[src/rtl/wf_seq_pkg.sv]
package wf_seq_pkg;

    typedef enum logic [1:0] {
        ST_IDLE = 2'd0,
        ST_EMIT = 2'd1,
        ST_DONE = 2'd2
    } wf_state_e;

    function automatic int max_int(input int a, input int b);
        return (a > b) ? a : b;
    endfunction

endpackage

[src/rtl/wf_cfg_regs.sv]
module wf_cfg_regs #(
    parameter int ARR_W  = 3,
    parameter int DIM_W  = 7,
    parameter int UNIT_W = 2 * ARR_W,
    parameter int STEP_W = UNIT_W + DIM_W
) (
    input  logic              clk,
    input  logic              rst_n,
    input  logic              load,
    input  logic [ARR_W-1:0]  cols_in,
    input  logic [ARR_W-1:0]  rows_in,
    input  logic [DIM_W-1:0]  width_in,
    input  logic [DIM_W-1:0]  height_in,
    output logic              cfg_ok,
    output logic [UNIT_W-1:0] units_q,
    output logic [DIM_W-1:0]  width_q,
    output logic [DIM_W-1:0]  height_q,
    output logic [STEP_W-1:0] step_q
);

    logic [UNIT_W-1:0] units_nx;

    always_comb begin
        cfg_ok   = (cols_in != '0) && (rows_in != '0) &&
                   (width_in != '0) && (height_in != '0);
        units_nx = UNIT_W'(cols_in) * UNIT_W'(rows_in);
    end

    always_ff @(posedge clk) begin
        if (!rst_n) begin
            units_q  <= '0;
            width_q  <= '0;
            height_q <= '0;
            step_q   <= '0;
        end else if (load) begin
            units_q  <= units_nx;
            width_q  <= width_in;
            height_q <= height_in;
            step_q   <= STEP_W'(units_nx) * STEP_W'(width_in);
        end
    end

endmodule

[src/rtl/wf_slot_calc.sv]
module wf_slot_calc #(
    parameter int DIM_W  = 7,
    parameter int UNIT_W = 6,
    parameter int ROW_W  = 8,
    parameter int CYC_W  = 11,
    parameter int ADDR_W = 14
) (
    input  logic [CYC_W-1:0]  cyc,
    input  logic [CYC_W-1:0]  lag,
    input  logic [UNIT_W-1:0] unit,
    input  logic [ROW_W-1:0]  rows_act,
    input  logic [DIM_W-1:0]  width,
    input  logic [ADDR_W-1:0] row_addr,
    output logic              is_null,
    output logic [ADDR_W-1:0] mb
);

    localparam int CMP_W = (UNIT_W > ROW_W) ? UNIT_W : ROW_W;

    logic signed [CYC_W:0] col;
    logic                  col_ok;
    logic                  unit_ok;

    always_comb begin
        col     = $signed({1'b0, cyc}) - $signed({1'b0, lag});
        col_ok  = (col >= 0) && (col < $signed({1'b0, CYC_W'(width)}));
        unit_ok = CMP_W'(unit) < CMP_W'(rows_act);
        is_null = !(col_ok && unit_ok);
        mb      = is_null ? '0 : row_addr + ADDR_W'(col[CYC_W-1:0]);
    end

endmodule

[src/rtl/wavefront_mb_sequencer.sv]
module wavefront_mb_sequencer
    import wf_seq_pkg::*;
#(
    parameter int ARR_W  = 3,
    parameter int DIM_W  = 7,
    parameter int SKEW   = 2,
    parameter int UNIT_W = 2 * ARR_W,
    parameter int ADDR_W = 2 * DIM_W
) (
    input  logic              clk,
    input  logic              rst_n,
    input  logic [ARR_W-1:0]  cfg_cols,
    input  logic [ARR_W-1:0]  cfg_rows,
    input  logic [DIM_W-1:0]  cfg_width,
    input  logic [DIM_W-1:0]  cfg_height,
    input  logic              start,
    output logic              slot_valid,
    input  logic              slot_ready,
    output logic [UNIT_W-1:0] slot_unit,
    output logic              slot_null,
    output logic [ADDR_W-1:0] slot_mb,
    output logic              slot_sof,
    output logic              slot_eof,
    output logic              done
);

    localparam int ROW_W  = max_int(DIM_W, UNIT_W) + 1;
    localparam int SKEW_W = $clog2(SKEW + 1);
    localparam int CYC_W  = ROW_W + SKEW_W + 1;
    localparam int STEP_W = UNIT_W + DIM_W;

    wf_state_e state, state_nx;

    logic              cfg_ok;
    logic [UNIT_W-1:0] units_q;
    logic [DIM_W-1:0]  width_q;
    logic [DIM_W-1:0]  height_q;
    logic [STEP_W-1:0] step_q;

    logic [ROW_W-1:0]  row0;
    logic [ADDR_W-1:0] stripe_base;
    logic [ADDR_W-1:0] row_addr;
    logic [CYC_W-1:0]  cyc;
    logic [CYC_W-1:0]  lag;
    logic [UNIT_W-1:0] unit;

    logic [ROW_W-1:0]  rows_left;
    logic [ROW_W-1:0]  units_ext;
    logic [ROW_W-1:0]  rows_act;
    logic [CYC_W-1:0]  last_cyc_val;
    logic              last_unit;
    logic              last_cyc;
    logic              last_stripe;
    logic              accept;
    logic              hs;
    logic              calc_null;
    logic [ADDR_W-1:0] calc_mb;

    wf_cfg_regs #(
        .ARR_W  (ARR_W),
        .DIM_W  (DIM_W),
        .UNIT_W (UNIT_W),
        .STEP_W (STEP_W)
    ) i_cfg (
        .clk       (clk),
        .rst_n     (rst_n),
        .load      (accept),
        .cols_in   (cfg_cols),
        .rows_in   (cfg_rows),
        .width_in  (cfg_width),
        .height_in (cfg_height),
        .cfg_ok    (cfg_ok),
        .units_q   (units_q),
        .width_q   (width_q),
        .height_q  (height_q),
        .step_q    (step_q)
    );

    wf_slot_calc #(
        .DIM_W  (DIM_W),
        .UNIT_W (UNIT_W),
        .ROW_W  (ROW_W),
        .CYC_W  (CYC_W),
        .ADDR_W (ADDR_W)
    ) i_calc (
        .cyc      (cyc),
        .lag      (lag),
        .unit     (unit),
        .rows_act (rows_act),
        .width    (width_q),
        .row_addr (row_addr),
        .is_null  (calc_null),
        .mb       (calc_mb)
    );

    // Stripe geometry and end-of-sequence decodes
    always_comb begin
        rows_left    = ROW_W'(height_q) - row0;
        units_ext    = ROW_W'(units_q);
        rows_act     = (rows_left < units_ext) ? rows_left : units_ext;
        last_cyc_val = CYC_W'(width_q) - CYC_W'(1)
                     + CYC_W'(SKEW) * (CYC_W'(rows_act) - CYC_W'(1));
        last_unit    = (unit == units_q - UNIT_W'(1));
        last_cyc     = (cyc == last_cyc_val);
        last_stripe  = (row0 + units_ext) >= ROW_W'(height_q);
        accept       = (state == ST_IDLE) && start && cfg_ok;
        hs           = (state == ST_EMIT) && slot_ready;
    end

    // Next-state decode
    always_comb begin
        state_nx = state;
        unique case (state)
            ST_IDLE: if (accept) state_nx = ST_EMIT;
            ST_EMIT: if (hs && last_unit && last_cyc && last_stripe)
                         state_nx = ST_DONE;
            ST_DONE: state_nx = ST_IDLE;
            default: state_nx = ST_IDLE;
        endcase
    end

    // State register
    always_ff @(posedge clk) begin
        if (!rst_n) state <= ST_IDLE;
        else        state <= state_nx;
    end

    // Wavefront position counters
    always_ff @(posedge clk) begin
        if (!rst_n) begin
            row0        <= '0;
            stripe_base <= '0;
            row_addr    <= '0;
            cyc         <= '0;
            lag         <= '0;
            unit        <= '0;
        end else if (accept) begin
            row0        <= '0;
            stripe_base <= '0;
            row_addr    <= '0;
            cyc         <= '0;
            lag         <= '0;
            unit        <= '0;
        end else if (hs) begin
            if (last_unit) begin
                unit <= '0;
                lag  <= '0;
                if (last_cyc) begin
                    cyc         <= '0;
                    row0        <= row0 + units_ext;
                    stripe_base <= stripe_base + ADDR_W'(step_q);
                    row_addr    <= stripe_base + ADDR_W'(step_q);
                end else begin
                    cyc      <= cyc + CYC_W'(1);
                    row_addr <= stripe_base;
                end
            end else begin
                unit     <= unit + UNIT_W'(1);
                lag      <= lag + CYC_W'(SKEW);
                row_addr <= row_addr + ADDR_W'(width_q);
            end
        end
    end

    // Outputs
    always_comb begin
        slot_valid = 1'b0;
        done       = 1'b0;
        slot_sof   = 1'b0;
        slot_eof   = 1'b0;
        slot_unit  = unit;
        slot_null  = calc_null;
        slot_mb    = calc_mb;
        unique case (state)
            ST_IDLE: ;
            ST_EMIT: begin
                slot_valid = 1'b1;
                slot_sof   = (cyc == '0) && (unit == '0) && (row0 == '0);
                slot_eof   = last_unit && last_cyc && last_stripe;
            end
            ST_DONE: done = 1'b1;
            default: ;
        endcase
    end

endmodule

[config.mk]
export PLATFORM = sky130hd
export DESIGN_NAME = wavefront_mb_sequencer
export DESIGN_NICKNAME = d
export VERILOG_FILES = /design/src/rtl/wf_seq_pkg.sv /design/src/rtl/wf_cfg_regs.sv /design/src/rtl/wf_slot_calc.sv /design/src/rtl/wavefront_mb_sequencer.sv
export SDC_FILE = /design/constraint.sdc
export NUM_CORES = 1
export LEC_CHECK = 0
export ABC_AREA = 0
export CAP_MARGIN = 20
export CORE_AREA = 4 4 156 121
export CTS_CLUSTER_DIAMETER = 100
export DETAILED_ROUTE_END_ITERATION = 10
export DIE_AREA = 0 0 160 125
export PLACE_DENSITY_LB_ADDON = 0.1
export SYNTH_ARGS = -nofsm -noshare
export SYNTH_HDL_FRONTEND = slang
export SYNTH_SLANG_ARGS = --single-unit
[constraint.sdc]
create_clock -name clk -period 18.3 [get_ports clk]
set_input_delay 2.745 -clock clk [delete_from_list [all_inputs] [get_ports clk]]
set_output_delay 2.745 -clock clk [all_outputs]
set_load 0.1 [all_outputs]
Word-level counts from Yosys, hierarchy flattened

Index checks and enable logic that the tools add are counted.

Logic and storage cells: 80
Bits in registers: 99
Bits of input ports: 24

Multipliers: 2
Reduce and logical (&&, ||, !) cells: 28
Add/sub/neg operators: 13
Equality and inequality tests: 6
$lt $le $gt $ge: 5
Bitwise gates (word level): 1
Muxes and demuxes: 14

Operators by type and width:

| kind                  | number |
|---|---|
| $mux 14               | 3 |
| $mux 11               | 2 |
| $logic_and 1x1->1     | 15 |
| $add 14x11->14        | 1 |
| $add 14x13->14        | 1 |
| $add 14x7->14         | 1 |
| $reduce_bool 7->1     | 2 |
| $mul 6x7->13          | 1 |
| $ge 12x1->1 const B   | 1 |
| $lt 12x8->1           | 1 |
| $sub 11x11->12        | 1 |
| $add 11x1->11 const B | 1 |
| $add 11x2->11 const B | 1 |
| $add 8x10->11         | 1 |
| $eq 11x11->1          | 1 |
| $logic_not 11->1      | 1 |
| $sub 8x1->9 const B   | 1 |
| $add 8x6->8           | 1 |
| $ge 8x7->1            | 1 |
| $logic_not 8->1       | 1 |
| $lt 6x8->1            | 1 |
| $lt 8x6->1            | 1 |
| $mux 8                | 1 |
| $sub 7x1->8 const B   | 1 |
| 21 further kinds      | 27 |

Longest topological paths before layout

Depth after elaboration: 10
Gate-level depth with buffers: 29

By module

From an unflattened synthesis, not the netlist that was laid out.

Cell total of the unflattened synthesis: 1282
Area, all modules: 10243.6 um^2

Modules (own cells, without submodules):

| module                 | instances | cells each | area an instance (um^2) | sequential area each (um^2) |
|---|---|---|---|---|
| wavefront_mb_sequencer | 1         | 761        | 5838.1                  | 1301.2 |
| wf_cfg_regs            | 1         | 310        | 2837.7                  | 660.6 |
| wf_slot_calc           | 1         | 211        | 1567.8                  | 0.0 |

Least setup slack after synthesis

No wires, ideal clock.

Kind: reg2out
Start point: register row0[1]
End point: output port slot_mb[10]
Stages on the path, launching flop included: 23
Data arrival time: 6384 ps
Path buffers: 1
Path slack: 9171 ps
Path through: dfxtp_1 inv_1 ha_1 nor2b_1 o31ai_2 a21boi_0 ha_1 a21oi_1 o21ai_0 a31oi_1 o31a_1 buf_2 a21oi_1 ha_1 a21oi_1 o21ai_0 a21oi_1 o21ai_0 or4_4 or4_1 a21oi_1 nor3_2 nor3_1

Cells in the longest elaborated chain, start to end: 6

Ends and longest elaborated chain:

| what                   | line                          | source |
|---|---|---|
| start, declared        | wavefront_mb_sequencer.sv:40  | `logic [ROW_W-1:0] row0;` |
| start signal, assigned | wavefront_mb_sequencer.sv:150 | `row0 <= row0 + units_ext;` |
| $sub 7x8->8 (*)        | wavefront_mb_sequencer.sv:98  | `rows_left = ROW_W'(height_q) - row0;` |
| $lt 8x6->1             | wavefront_mb_sequencer.sv:100 | `rows_act = (rows_left < units_ext) ? rows_left : units_ext;` |
| $mux 8 (*)             | wavefront_mb_sequencer.sv:100 |  |
| $lt 6x8->1 (*)         | wf_slot_calc.sv:27            | `unit_ok = CMP_W'(unit) < CMP_W'(rows_act);` |
| $logic_and 1x1->1 (*)  | wf_slot_calc.sv:28            | `is_null = !(col_ok && unit_ok);` |
| $mux 14 (*)            | wf_slot_calc.sv:29            | `mb = is_null ? '0 : row_addr + ADDR_W'(col[CYC_W-1:0]);` |
| end, declared          | wavefront_mb_sequencer.sv:21  | `output logic [ADDR_W-1:0] slot_mb,` |

Mark *: on every way between the ends. The rest lies on a longest branch, timed or not.

Worst setup path after layout

Start point: register row0[1]
End point: output port slot_eof

Cells in the longest elaborated chain, start to end: 9

Ends and longest elaborated chain:

| what                  | line                          | source |
|---|---|---|
| $sub 7x8->8           | wavefront_mb_sequencer.sv:98  |  |
| $lt 8x6->1            | wavefront_mb_sequencer.sv:100 |  |
| $mux 8                | wavefront_mb_sequencer.sv:100 |  |
| $sub 8x1->9           | wavefront_mb_sequencer.sv:102 | `+ CYC_W'(SKEW) * (CYC_W'(rows_act) - CYC_W'(1));` |
| $add 8x10->11         | wavefront_mb_sequencer.sv:102 |  |
| $eq 11x11->1          | wavefront_mb_sequencer.sv:104 | `last_cyc = (cyc == last_cyc_val);` |
| $logic_and 1x1->1     | wavefront_mb_sequencer.sv:179 | `slot_eof = last_unit && last_cyc && last_stripe;` |
| $logic_and 1x1->1 (*) | wavefront_mb_sequencer.sv:179 |  |
| $mux 1 (*)            | wavefront_mb_sequencer.sv:174 | `unique case (state)` |
| end, declared         | wavefront_mb_sequencer.sv:23  | `output logic slot_eof,` |

Marked as above.

==> flow_summary.ini <==
[layout]
drive_gt1_share_pct = 4.07
final_cells = 1425
nets = 1374
antenna_cells = 0
areaGrowthSynthToFinish_pct = 10.0
fin_area_um2 = 10300

[clock_tree]
cts-buffers-inserted = 9
clock_latency_ps = 360
cts_root_buf = clkbuf_16
ctsResizeCount = 0
clkSinkCount = 98
cts.htree.levels = 3
max-clock-path-buffers = 2
cts.clk_slew.worst_paths_ps = 80
cts_setup_buffers = 0
cts_tree = built
hold_buffers = 0

[power]
pwr-share-seq_pct = 28.2
p_sw_share_pct = 40.2
power_density_nw_per_um2 = 79.1
switchingPower_w = 0.000329
p_leak_nw = 4.41
clock_power_share_pct = 23.6
p_int_w = 0.000489
power_frac_comb_pct = 48.1
ir_drop_mv = 0.0521

[timing]
max_freq_mhz = 100
tns_ps = 0
finalCriticalPeriod_ps = 9990
layout_setup_ws_ps = 8310
hold_viol_final = 0
fin_crit_sh_pct = 54.6
drv_slew = 0
worst_slew_pin_slew_ps = 1020
setup_viol = 0
rsz0062_at_grt = no
finClkSkew_ps = 8.81
slew_headroom_pct = 31.3

[logic_synthesis]
netlist.area_leader.share_pct = 20.9
syn_avg_cell_area_um2 = 8.01
yosysTopAreaCell = dfxtp_1
async_flop_share_pct = 0
syn_area_um2 = 9400
muxShareOfSynthArea_pct = 2.90
ys_types = 74
synthXorXnorAreaFrac_pct = 9.41
synthAdderAreaFrac_pct = 22.4
synthCells = 1173
synth_top_flop_cell = dfxtp_1
synth_top_family_by_area = adder cells
synth_common_cells = 127 x nand2_1, 120 x ha_1, 106 x nor2_1
synthTopCellsByArea = dfxtp_1 21%, ha_1 16%, fa_1 6.4%
synth_nets = 1347
synth-simple-area-share_pct = 21.5
synth-compound-area-share_pct = 17.0
ys_ff_latch = 98
synth-edff-count = 0
yosysMostFrequentCell = nand2_1
yosysWarnings = 0
seq_area_frac_synth_pct = 20.9

[place]
gp_congestion = 0.891
dp.cells = 1409
port_buffers = 48
post_dp_cell_area_um2 = 10000
dp_slack_ps = 8800
dpl.hpwl_mm = 18.4

[job]
cap_violations = 0

[floorplanning]
die_w_um = 160
core-area_um2 = 17300
rows = 42
dieArea_um2 = 20000
pin_count = 49
floorplan.initialDensity_pct = 54.2
die_h_um = 125

[routing]
drtIter0Drc = 554
drtPass1Iterations = 6
dr_total_vias = 8064
drt-total-wl_mm = 23.0
via_per_inst = 5.66
routedWlPerCell_um = 16.2
postRouteAntennaNets = 0
route.detailed.drc = 0

[worst_setup_path]
worstPathCellList = inv_1 > ha_1 > nor2b_1 > o31ai_2 > a21boi_0 > ha_1 > a21oi_1 > o21ai_0 > a31oi_1 > o31a_1 > nor2_1 > a21oi_1 > ha_1 > nand3_1 > xor2_1 > ha_1 > a2bb2oi_1 > a21bo_2 > mux4_2 > nand4_1 > nor3_4 > buf_4 > and4b_1 > clkdlybuf4s50_1
path_buf_inv = 3
r2r_end = stripe_base[13]
ff2ff_path_depth = 25
slowest_delay_ps = 1150
startpoint_type = flip-flop
r2r_setup_slack_ps = 11770
crit_fanout = 26
required_ps = 15550
end_kind = output pin
r2r-start = row0[1]
crit_top_cell = ha_1
crit_family = compound AO/OA/AOI/OAI gates
worstSetupPathType = flip-flop to output pin
cp.arrival_ps = 7250
crit_cells = 24
slowest_stage = clkdlybuf4s50_1

[worst_hold_path]
hold_path_end = i_cfg.step_q[4]
min_delay_path_depth = 2
min_from = i_cfg.step_q[4]
min_path_type = flip-flop to flip-flop

[grt]
grt_max_degree = 40
grt_use_total_pct = 23.2
overflow = 0
grt_antenna_before_repair = 0
grt_pass1_vias = 7591
grt_pass1_wl_mm = 38.7

[outcome]
outcome = finished, final reports clean
==> worst max path at each step <==
stage                        from           to  slack, ps
after floorplan           row0[1]  slot_mb[10]       9170
after global placement    row0[1]     slot_eof       8850
after detailed placement  row0[1]     slot_eof       8800
after CTS                 row0[1]     slot_eof       8370
after global routing      row0[1]     slot_eof       7840
final                     row0[1]     slot_eof       8310
==> final cells by class <==
type | count | area [um^2]
Multi-Input combinational cell | 937 | 6900
Timing Repair Buffer | 57 | 548
Inverter | 97 | 364
Sequential cell | 98 | 1960
Tap cell | 220 | 275
Clock inverter | 6 | 57.6
Clock buffer | 10 | 239
Fill cell | 1619 | 7000
==> cells in the final DEF (no fill, tap or decap), types with 3 or more instances in the layout <==
cell type / netlist / final
a21oi_1: 66 / 66
nand4_1: 12 / 12
a31o_2: 3 / 3
xor2_1: 42 / 42
nor2_1: 106 / 106
o41a_1: 3 / 3
nor3_1: 18 / 18
clkdlybuf4s50_1: 0 / 48
o21a_1: 8 / 8
nand3_1: 36 / 36
o22ai_1: 8 / 8
and2_1: 31 / 31
xnor2_1: 59 / 59
o211ai_1: 5 / 5
a211oi_1: 11 / 11
dfxtp_1: 98 / 98
mux2i_1: 25 / 25
nor2_2: 4 / 4
nor4_1: 13 / 13
o21bai_1: 8 / 8
fa_1: 30 / 30
ha_1: 120 / 120
o2111ai_1: 3 / 3
a21boi_0: 28 / 28
and4_1: 3 / 3
clkbuf_16: 0 / 9
buf_4: 0 / 9
a21o_1: 17 / 17
a31oi_1: 7 / 7
and3_1: 9 / 9
nand2_1: 127 / 127
or3_1: 6 / 6
or4_1: 3 / 3
o21ai_0: 49 / 49
nand2b_1: 11 / 11
inv_1: 97 / 97
a211o_1: 3 / 3
nor2b_1: 19 / 19
==> stage by stage <==
stage | util (%) | total power, W | hold slack, ps
floorplan | - | 0.000550 | 445
global placement | 57.9 | 0.000623 | 463
detailed placement | 57.9 | 0.000627 | 466
CTS | 59.6 | 0.000822 | 476
global route | 59.6 | 0.000881 | 507
finish | 59.6 | 0.000818 | 475
==> kinds of logic (layout without fill, tap and decap cells) <==
logic type	Yosys count	count (layout)
AOI/OAI and AO/OA	244	244
xor gates and xnor gates	101	101
adders and majority gates	150	150
buffers and inverters	138	170
DFF	98	98
muxes	26	26
other	1	1
and+or+nand+nor	415	415
==> power groups by stage <==
stage	combinational, W	clock, W	sequential (W)
after detailed placement	0.000391	0	0.000236
after floorplan	0.000317	0	0.000233
final	0.000394	0.000193	0.000231
after CTS	0.000394	0.000198	0.000231
after global placement	0.000387	0	0.000236
after global routing	0.000443	0.000206	0.000232
==> sequential cells by signal, indices dropped and copies added, names as in the netlist <==
signal / flops
row_addr: 14
stripe_base: 14
i_cfg.width_q: 7
i_cfg.step_q: 13
slot_unit: 6
i_cfg.height_q: 7
i_cfg.units_q: 6
state: 2
lag: 10
cyc: 11
row0: 8
==> metal layers <==
| layer | vias up | share of wire [%] | GRT usage (%) |
|---|---|---|---|
| met2 | 170 | 41 | 34.5 |
| met4 | 0 | 0.90 | 4.25 |
| li1 | 4110 | - | - |
| met1 | 3768 | 52 | 35.2 |
| met3 | 16 | 5.5 | 4.54 |
| met5 | - | 0 | 0 |
==> worst min-delay path, stage by stage (launching register included) <==
cell and delay, ps:
dfxtp_1 320, nand2_1 50, a21boi_0 60
(Power assumes the default switching activity.)
